[config.mk]
export PLATFORM = sky130hd
export DESIGN_NAME = rcmask_renderer
export DESIGN_NICKNAME = d
export VERILOG_FILES = /design/src/rtl/rcm_pkg.sv /design/src/rtl/rcm_mask_bank.sv /design/src/rtl/rcm_row_seq.sv /design/src/rtl/rcm_col_seq.sv /design/src/rtl/rcmask_renderer.sv
export SDC_FILE = /design/constraint.sdc
export NUM_CORES = 1
export LEC_CHECK = 0
export CAP_MARGIN = 5
export CORE_MARGIN = 2
export CORE_UTILIZATION = 55
export DETAILED_ROUTE_END_ITERATION = 8
export GPL_TIMING_DRIVEN = 1
export PLACE_DENSITY = 0.77
export SLEW_MARGIN = 0
export SYNTH_ARGS = -nofsm -noshare
export SYNTH_HDL_FRONTEND = slang
export SYNTH_SLANG_ARGS = --single-unit
[constraint.sdc]
create_clock -name clk -period 2.11 [get_ports clk]
set_clock_uncertainty 0.1 [all_clocks]
set_input_delay 0.633 -clock clk [delete_from_list [all_inputs] [get_ports clk]]
set_output_delay 0.633 -clock clk [all_outputs]
set_load 0.1 [all_outputs]
[src/rtl/rcm_pkg.sv]
package rcm_pkg;

    localparam int NUM_CHAN = 3;

    typedef enum logic [1:0] {
        CH_RED = 2'd0,
        CH_GRN = 2'd1,
        CH_BLU = 2'd2
    } chan_e;

    // Registered colour word; packed order gives blue at bit 2, red at bit 0.
    typedef struct packed {
        logic blu;
        logic grn;
        logic red;
    } rgb_t;

    // Index counter width that tolerates a count of one.
    function automatic int cnt_width(input int n);
        return (n > 1) ? $clog2(n) : 1;
    endfunction

endpackage

[src/rtl/rcm_mask_bank.sv]
module rcm_mask_bank
    import rcm_pkg::*;
#(
    parameter int N_CELLS = 40
) (
    input  logic                              clk,
    input  logic                              rst,
    input  logic                              in_window,
    input  logic                              wr_en,
    input  logic                              wr_row,
    input  logic [1:0]                        wr_chan,
    input  logic [N_CELLS-1:0]                wr_data,
    input  logic [NUM_CHAN-1:0]               rot_en,
    output logic [NUM_CHAN-1:0][N_CELLS-1:0]  col_m,
    output logic [NUM_CHAN-1:0][N_CELLS-1:0]  row_m
);

    logic upd_ok;
    assign upd_ok = !in_window;

    for (genvar ch = 0; ch < NUM_CHAN; ch++) begin : g_chan
        logic hit;
        assign hit = wr_en && (wr_chan == 2'(ch));

        // Column mask: write has priority over rotate.
        always_ff @(posedge clk) begin
            if (rst) begin
                col_m[ch] <= '0;
            end else if (upd_ok) begin
                if (hit && !wr_row) begin
                    col_m[ch] <= wr_data;
                end else if (rot_en[ch]) begin
                    col_m[ch] <= {col_m[ch][0], col_m[ch][N_CELLS-1:1]};
                end
            end
        end

        always_ff @(posedge clk) begin
            if (rst) begin
                row_m[ch] <= '0;
            end else if (upd_ok && hit && wr_row) begin
                row_m[ch] <= wr_data;
            end
        end
    end

    // masks frozen for the whole active window
    a_r8_frozen_in_window: assert property (@(posedge clk) disable iff (rst)
        in_window |=> ($stable(col_m) && $stable(row_m)));

endmodule

[src/rtl/rcm_row_seq.sv]
module rcm_row_seq
    import rcm_pkg::*;
#(
    parameter int N_CELLS     = 40,
    parameter int LINE_REPEAT = 6
) (
    input  logic                              clk,
    input  logic                              rst,
    input  logic                              line_start,
    input  logic                              in_window,
    input  logic [NUM_CHAN-1:0][N_CELLS-1:0]  row_m,
    output logic [NUM_CHAN-1:0]               row_bits
);

    localparam int CW = cnt_width(N_CELLS);
    localparam int RW = $clog2(LINE_REPEAT + 1);
    localparam logic [CW-1:0] LAST_IDX   = CW'(N_CELLS - 1);
    localparam logic [RW-1:0] REP_FULL   = RW'(LINE_REPEAT);
    localparam logic [RW-1:0] REP_RELOAD = RW'(LINE_REPEAT - 1);

    logic [CW-1:0] row_idx;
    logic [RW-1:0] rep_cnt;

    function automatic logic [NUM_CHAN-1:0] pick(
        input logic [NUM_CHAN-1:0][N_CELLS-1:0] m,
        input logic [CW-1:0]                   r
    );
        logic [NUM_CHAN-1:0] b;
        logic [CW-1:0]       pos;
        pos = LAST_IDX - r;
        for (int ch = 0; ch < NUM_CHAN; ch++) begin
            b[ch] = m[ch][pos];
        end
        return b;
    endfunction

    always_ff @(posedge clk) begin
        if (rst) begin
            row_idx  <= '0;
            rep_cnt  <= REP_FULL;
            row_bits <= '0;
        end else if (!in_window) begin
            // Blanking: park on row 0 and track its mask bits.
            row_idx  <= '0;
            rep_cnt  <= REP_FULL;
            row_bits <= pick(row_m, '0);
        end else if (line_start) begin
            if (rep_cnt == '0) begin
                rep_cnt <= REP_RELOAD;
                if (row_idx != LAST_IDX) begin
                    row_idx  <= row_idx + 1'b1;
                    row_bits <= pick(row_m, row_idx + 1'b1);
                end
            end else begin
                rep_cnt <= rep_cnt - 1'b1;
            end
        end
    end

    // row index never leaves the grid
    a_r5_row_in_range: assert property (@(posedge clk) disable iff (rst)
        row_idx <= LAST_IDX);

    // inside the window the row only holds or steps by one
    a_r5_row_step: assert property (@(posedge clk) disable iff (rst)
        in_window |=> (row_idx == $past(row_idx)) || (row_idx == $past(row_idx) + 1'b1));

endmodule

[src/rtl/rcm_col_seq.sv]
module rcm_col_seq
    import rcm_pkg::*;
#(
    parameter int N_CELLS   = 40,
    parameter int CELL_CLKS = 12
) (
    input  logic                          clk,
    input  logic                          rst,
    input  logic                          render_go,
    output logic                          running,
    output logic [cnt_width(N_CELLS)-1:0] col_idx
);

    localparam int CW  = cnt_width(N_CELLS);
    localparam int KW  = cnt_width(CELL_CLKS);
    localparam logic [CW-1:0] LAST_COL = CW'(N_CELLS - 1);
    localparam logic [KW-1:0] LAST_CLK = KW'(CELL_CLKS - 1);

    logic [KW-1:0] clk_cnt;

    always_ff @(posedge clk) begin
        if (rst) begin
            running <= 1'b0;
            col_idx <= '0;
            clk_cnt <= '0;
        end else if (render_go) begin
            running <= 1'b1;
            col_idx <= '0;
            clk_cnt <= '0;
        end else if (running) begin
            if (clk_cnt == LAST_CLK) begin
                clk_cnt <= '0;
                if (col_idx == LAST_COL) begin
                    running <= 1'b0;
                end else begin
                    col_idx <= col_idx + 1'b1;
                end
            end else begin
                clk_cnt <= clk_cnt + 1'b1;
            end
        end
    end

    // the line closes after the last clock of the last column
    a_r4_line_closes: assert property (@(posedge clk) disable iff (rst)
        (running && col_idx == LAST_COL && clk_cnt == LAST_CLK && !render_go) |=> !running);

    // column index stays inside the grid
    a_r3_col_in_range: assert property (@(posedge clk) disable iff (rst)
        col_idx <= LAST_COL);

endmodule

[src/rtl/rcmask_renderer.sv]
module rcmask_renderer
    import rcm_pkg::*;
#(
    parameter int N_CELLS     = 40,
    parameter int LINE_REPEAT = 6,
    parameter int CELL_CLKS   = 12
) (
    input  logic               clk,
    input  logic               rst,
    input  logic               line_start,
    input  logic               in_window,
    input  logic               render_go,
    input  logic               wr_en,
    input  logic               wr_row,
    input  logic [1:0]         wr_chan,
    input  logic [N_CELLS-1:0] wr_data,
    input  logic [2:0]         rot_en,
    output logic [2:0]         rgb
);

    localparam int CW = cnt_width(N_CELLS);
    localparam logic [CW-1:0] LAST_IDX = CW'(N_CELLS - 1);

    logic [NUM_CHAN-1:0][N_CELLS-1:0] col_m;
    logic [NUM_CHAN-1:0][N_CELLS-1:0] row_m;
    logic [NUM_CHAN-1:0]              row_bits;
    logic                             running;
    logic [CW-1:0]                    col_idx;
    logic [CW-1:0]                    col_pos;
    logic [NUM_CHAN-1:0]              col_bits;
    rgb_t                             pix_d;
    rgb_t                             pix_q;

    rcm_mask_bank #(.N_CELLS(N_CELLS)) u_bank (
        .clk       (clk),
        .rst       (rst),
        .in_window (in_window),
        .wr_en     (wr_en),
        .wr_row    (wr_row),
        .wr_chan   (wr_chan),
        .wr_data   (wr_data),
        .rot_en    (rot_en),
        .col_m     (col_m),
        .row_m     (row_m)
    );

    rcm_row_seq #(.N_CELLS(N_CELLS), .LINE_REPEAT(LINE_REPEAT)) u_rows (
        .clk        (clk),
        .rst        (rst),
        .line_start (line_start),
        .in_window  (in_window),
        .row_m      (row_m),
        .row_bits   (row_bits)
    );

    rcm_col_seq #(.N_CELLS(N_CELLS), .CELL_CLKS(CELL_CLKS)) u_cols (
        .clk       (clk),
        .rst       (rst),
        .render_go (render_go),
        .running   (running),
        .col_idx   (col_idx)
    );

    assign col_pos = LAST_IDX - col_idx;

    for (genvar ch = 0; ch < NUM_CHAN; ch++) begin : g_colbit
        assign col_bits[ch] = col_m[ch][col_pos];
    end

    always_comb begin
        pix_d = '0;
        if (in_window && running) begin
            pix_d = rgb_t'(col_bits & row_bits);
        end
    end

    always_ff @(posedge clk) begin
        if (rst) begin
            pix_q <= '0;
        end else begin
            pix_q <= pix_d;
        end
    end

    assign rgb = pix_q;

    // dark on the clock after any blanking edge
    a_r6_dark_in_blank: assert property (@(posedge clk) disable iff (rst)
        !in_window |=> (rgb == 3'b000));

    // dark on the clock after the column engine is idle
    a_r4_dark_when_idle: assert property (@(posedge clk) disable iff (rst)
        !running |=> (rgb == 3'b000));

endmodule

# After elaboration in Yosys (flattened, before gate mapping)
# Index checks and enable logic that the tools add are counted.
# word_totals
output_inout_bits	3
register_bits	266
input_bits	52
# classes
order_cmp	2
bitwise	4
n_reduce_logical	29
mux	28
n_eq_ne	8
n_addsub	6
# ops
operator	count
$mux W40	6
$bmux W1 S6	6
$mux W3	5
$lt A6 B7 Y1 const B	2
$logic_and A1 B1 Y1	13
$add A6 B1 Y6 const B	2
$sub A6 B6 Y6 const A	2
$mux W1	10
$reduce_and A3 Y1	3
$eq A6 B6 Y1 const B	1
$ne A6 B6 Y1 const B	1
$reduce_and A2 Y1	3
$reduce_bool A2 Y1	3
$reduce_or A2 Y1	3
$add A4 B1 Y4 const B	1
$eq A4 B4 Y1 const B	1
$mux W4	1
$ne A2 B1 Y1 const B	2
$and A3 B3 Y3	1
$logic_not A3 Y1	1
$not A1 Y1	3
$sub A3 B1 Y3 const B	1
$eq A2 B1 Y1 const B	1
$eq A2 B2 Y1 const B	1
3 further kinds	4

# Longest topological paths before layout
# logic_depth
word_depth	8
ltp_mapped	9

# By module
# Synthesis repeated with hierarchy kept, for this count alone.
# hier_totals
cells_unflattened	1426
hier_area_um2	12167.9
# modules_own_cells
mod	seq_area_each_um2	area_per_inst_um2	cells_per_inst	n_inst
rcm_mask_bank	4804.6	8644.5	995	1
rcm_row_seq	240.2	1800.5	273	1
rcmask_renderer	60.1	1152.4	95	1
rcm_col_seq	220.2	570.5	63	1

# Worst setup path before layout
# No wires, ideal clock.
# synth_path
kind	input to register
start	in wr_chan[0]
end	reg u_bank.col_m[0] (netlist name)
setup_time_ns	0.086
required_time_ns	1.924
path_slack_ns	-0.015
t_arrival_ns	1.939
stages	7
n_path_buf	2
path_cell_list	clkbuf_1 -> nor4b_2 -> nor2_1 -> nor2_1 -> buf_2 -> nor2_1 -> a211oi_1
# synth_via
elab_chain_cells	5
elab_cells_between_ends	6
# synth_lines
element	line	rtl
start: declaration	rcmask_renderer.sv:15	input logic [1:0] wr_chan,
$logic_not A2 Y1 (*)	rcm_mask_bank.sv:23	assign hit = wr_en && (wr_chan == 2'(ch));
$logic_and A1 B1 Y1 (*)	rcm_mask_bank.sv:23	
$logic_and A1 B1 Y1 (*)	rcm_mask_bank.sv:30	if (hit && !wr_row) begin
$reduce_bool A2 Y1 (no source line)	n/a	
$reduce_and A2 Y1 (no source line)	n/a	
end signal: indexed assignment	rcm_mask_bank.sv:31	col_m[ch] <= wr_data;
end signal: indexed assignment	rcm_mask_bank.sv:33	col_m[ch] <= {col_m[ch][0], col_m[ch][N_CELLS-1:1]};
end: declaration	rcm_mask_bank.sv:14	output logic [NUM_CHAN-1:0][N_CELLS-1:0] col_m,
# Every way passes the cells marked *; elsewhere a longest branch is shown, timed or not.
# A chain may end at the register's enable or synchronous reset.

# Worst setup path after layout
# layout_path
start	reg u_cols.col_idx[0]
end	reg pix_q (netlist bit rgb[1])
# layout_via
elab_chain_cells	4
# layout_lines
element	line	rtl
start: declaration	rcm_col_seq.sv:11	output logic [cnt_width(N_CELLS)-1:0] col_idx
start signal: assignment	rcm_col_seq.sv:36	col_idx <= col_idx + 1'b1;
$sub A6 B6 Y6	rcmask_renderer.sv:64	assign col_pos = LAST_IDX - col_idx;
$bmux W1 S6	rcmask_renderer.sv:67	assign col_bits[ch] = col_m[ch][col_pos];
$mux W1 (not written as such)	rcmask_renderer.sv:67	
$and A3 B3 Y3	rcmask_renderer.sv:73	pix_d = rgb_t'(col_bits & row_bits);
end signal: assignment	rcmask_renderer.sv:81	pix_q <= pix_d;
end: declaration	rcmask_renderer.sv:32	rgb_t pix_q;
# Every way passes these cells. The select of a mux whose other input is x is not followed.

==> metrics.md <==
| Metric | Value |
|---|---|
| Layout Utilization | `69.3%` |
| RSZ-0062 raised after global routing | `true` |
| Worst hold start | `rst` |
| Initial antenna violation count | `0` |
| Worst-path clk slew | `0.06 ns` |
| Post-synth cell types | `47` |
| Avg Vias per Cell | `6.29` |
| Most frequent cell on the critical path | `mux4_2` |
| Synth Area in Compound Gates | `14.3%` |
| R2r setup slk | `-0.09 ns` |
| Critical R2R Capture | `rgb[1]$_SDFF_PP0_` |
| Failing checks | `setup timing` |
| First DRT Iteration DRCs | `1021` |
| Logic pwr share | `10.3%` |
| Part of the power in registers | `46.9%` |
| Outcome | `finished, violations left` |
| CP Cell Sequence | `buf_12 -> mux4_2 -> mux4_2 -> mux2i_2 -> o22ai_2` |
| Slew Limit Fails | `0` |
| PwrDens | `731 nW/um2` |
| Routability cong. | `0.865` |
| Setup TNS | `-0.241 ns` |
| DR DRC count | `0` |
| CP peak stage delay | `0.55 ns` |
| Crit path from | `u_cols.col_idx[0]$_SDFFE_PP0P_` |
| IO Count | `55` |
| I/O Buffers | `54` |
| Area Growth Syn to Fin | `23.9%` |
| Relative slew slack | `60.7%` |
| Post-DP HPWL | `23900 um` |
| Clock Latency Late Sink | `0.55 ns` |
| Die area | `24200 um2` |
| ANT nets after route | `0` |
| Final Hold Vio Count | `0` |
| Via count | `11100` |
| Tmin final | `2.20 ns` |
| Pre-antenna DRT Iters | `6` |
| P_leak | `5.14 nW` |
| Post-route setup slack | `-0.0891 ns` |
| Worst VDD drop | `0.000675 V` |
| Mux cell area share after synthesis | `22.8%` |
| Post-Synth XOR/XNOR Area | `1.03%` |
| Crit Path Class | `reg2reg` |
| Ranking of synthesized cells by area | `dfxtp_1 (42%), mux4_2 (12%), mux2i_1 (11%)` |
| Pre-CTS setup slack | `-0.520 ns` |
| Root Driver | `clkbuf_16` |
| Global route hottest layer | `met2` |
| Hold Buf Count CTS | `0` |
| Critical path depth in cells | `5` |
| GRT met1 Usage | `38.4%` |
| Initial Util | `55.9%` |
| Final WL | `36800 um` |
| Pin count of the biggest net entering global routing | `78` |
| Adder-Cell Fraction of Synth Area | `0.496%` |
| Biggest area consumer among synthesized cells | `dfxtp_1` |
| Row cnt | `55` |
| MaxCap Viol Count | `0` |
| Worst EP required | `2.43 ns` |
| Switching pwr | `0.00280 W` |
| Clock power share | `42.8%` |
| Synth top area share | `42.2%` |
| Internal power | `0.00862 W` |
| Inserted Diodes | `0` |
| H-tree depth | `1` |
| Clk sinks | `266` |
| Buf+Inv Stages, Crit Path | `1` |
| Most frequent cells in the layout | `nand2_1 (271), dfxtp_1 (263), nor2_1 (144)` |
| Worst slew pin tran | `0.586 ns` |
| Final Net Count | `1513` |
| Critical Path End Type | `flip-flop` |
| CP max-delay cell | `mux4_2` |
| Global route overflow | `0` |
| Peak Freq | `0.455 GHz` |
| CTS tree | `done` |
| Vias in the first global route | `10300` |
| Most common cell after layout, fill and taps aside | `nand2_1` |
| WP data arrival | `2.52 ns` |
| Critical path peak fanout | `7` |
| Register area share after synthesis | `42.2%` |
| Core area | `22600 um2` |
| Family with the most delay on the worst path | `multiplexers` |
| Mapped Area | `12600 um2` |
| Proportion of layout cells with a drive suffix above 1 | `19.4%` |
| Endpoints failing setup | `5` |
| Reg2Reg Depth | `5` |
| Cell count after synthesis | `1367` |
| Largest family of logic cells by synthesized area | `multiplexers` |
| Crit path to | `rgb[1]$_SDFF_PP0_` |
| TritonCTS Buffers | `28` |
| Total track usage | `28.4%` |
| WL per Instance | `20.9 um` |
| Met3 GRT Util | `4.51%` |
| Reg2reg start | `u_cols.col_idx[0]$_SDFFE_PP0P_` |
| Syn Nets | `1424` |
| Register bit total from synthesis | `266` |
| Clk buf depth | `3` |
| Sw frac | `24.5%` |
| Yosys warnings | `0` |
| Tcrit/Tclk final | `104%` |
| Worst Setup Start Kind | `flip-flop` |
| Global-route wire length before repair | `54900 um` |
| Die width | `155 um` |
| Type of the tightest min-delay check | `in2reg` |
| Chip Height | `155 um` |
| Hold Worst Slack | `0.339 ns` |
| Post-Synth Simple-Gate Area | `14.7%` |
| GRT met2 Usage | `45.7%` |
| Avg Synthesized Cell Area | `9.23 um2` |
cell usage after synthesis (all sizes together):
| library cell | count |
|---|---|
| o21a | 1 |
| inv | 5 |
| nor2b | 2 |
| clkbuf | 79 |
| a32oi | 3 |
| mux2 | 2 |
| buf | 43 |
| or3 | 2 |
| nand4 | 5 |
| a31oi | 6 |
| nor3b | 3 |
| o31ai | 3 |
| nand3b | 1 |
| nor2 | 148 |
| or2 | 2 |
| a2bb2oi | 1 |
| and3 | 2 |
| a41oi | 1 |
| nor3 | 5 |
| ha | 5 |
| and3b | 2 |
| mux4 | 65 |
| a31o | 1 |
| dfxtp | 266 |
| nor4bb | 2 |
| a221oi | 1 |
| nor4b | 1 |
| a22oi | 1 |
| mux2i | 139 |
| a21oi | 130 |
| o22ai | 3 |
| or3b | 2 |
| nand2 | 271 |
| o2111ai | 2 |
| a211oi | 121 |
| nand2b | 5 |
| o21ai | 14 |
| xnor2 | 8 |
| xor2 | 6 |
| nand3 | 8 |
power groups by stage:
stage          clock network [W]  logic, W  registers (W)
3_5_place_dp                   0   0.00103        0.00546
4_1_cts                  0.00492   0.00104        0.00535
5_1_grt                  0.00514   0.00125        0.00538
2_1_floorplan                  0  0.000623        0.00542
6_report                 0.00489   0.00117        0.00536
3_3_place_gp                   0  0.000998        0.00545
routing by layer:
metal  wire length [um]  up-vias
met5                  0        -
met4               1550        0
met3               3110      106
met2              17000      550
met1              15100     5376
li1                   -     5036
through the flow:
stage | total power [W] | area [um2] | instances
CTS | 0.0113 | 15200 | 1739
finish | 0.0114 | 15600 | 1761
global route | 0.0118 | 15600 | 1761
detailed placement | 0.00649 | 14200 | 1686
floorplan | 0.00604 | 12600 | 1367
global placement | 0.00645 | 14200 | 1686
worst min path at each step:
| stage | depth (start not counted) | to | slack (ns) |
|---|---|---|---|
| 4_1_cts | 2 | u_bank.row_m[118]$_SDFFE_PP0P_ | 0.32 |
| 2_1_floorplan | 2 | u_rows.row_bits[0]$_SDFFE_PP0P_ | 0.32 |
| 3_3_place_gp | 2 | u_bank.row_m[58]$_SDFFE_PP0P_ | 0.34 |
| 6_report | 2 | u_bank.row_m[79]$_SDFFE_PP0P_ | 0.34 |
| 3_5_place_dp | 2 | u_bank.row_m[109]$_SDFFE_PP0P_ | 0.34 |
| 5_1_grt | 2 | u_bank.row_m[118]$_SDFFE_PP0P_ | 0.34 |
layout make-up:
class	count	area, um2
tap	285	357
sequential	266	5330
multi-input combinational	974	6950
inverter	5	18.8
fill	1588	6940
clock inverter	8	67.6
clock buffer	42	845
timing repair buffer	181	2070
logic make-up (layout without fill, tap and decap cells):
group           after synthesis  in the layout
mux                         206            206
fa+ha+maj                     5              5
buf+inv                     127            236
simple gates                461            461
compound gates              288            288
flops                       266            266
xor+xnor                     14             14
flip-flops by register name, indices dropped and copies added, names as in the netlist:
signal,count
rgb,3
u_cols.clk_cnt,4
u_bank.col_m,120
u_bank.row_m,120
u_cols.col_idx,6
u_rows.row_idx,6
u_rows.rep_cnt,3
u_rows.row_bits,3
u_cols.running,1
timing repair:
action	4_1_cts	5_1_grt
cloned	1	8
gates resized for setup	19	28
pin swaps	4	13
hold endpoints to repair	0	0
endpoints found under the setup margin	6	76
setup buffers	2	14
Power figures use the tool's default switching activity.
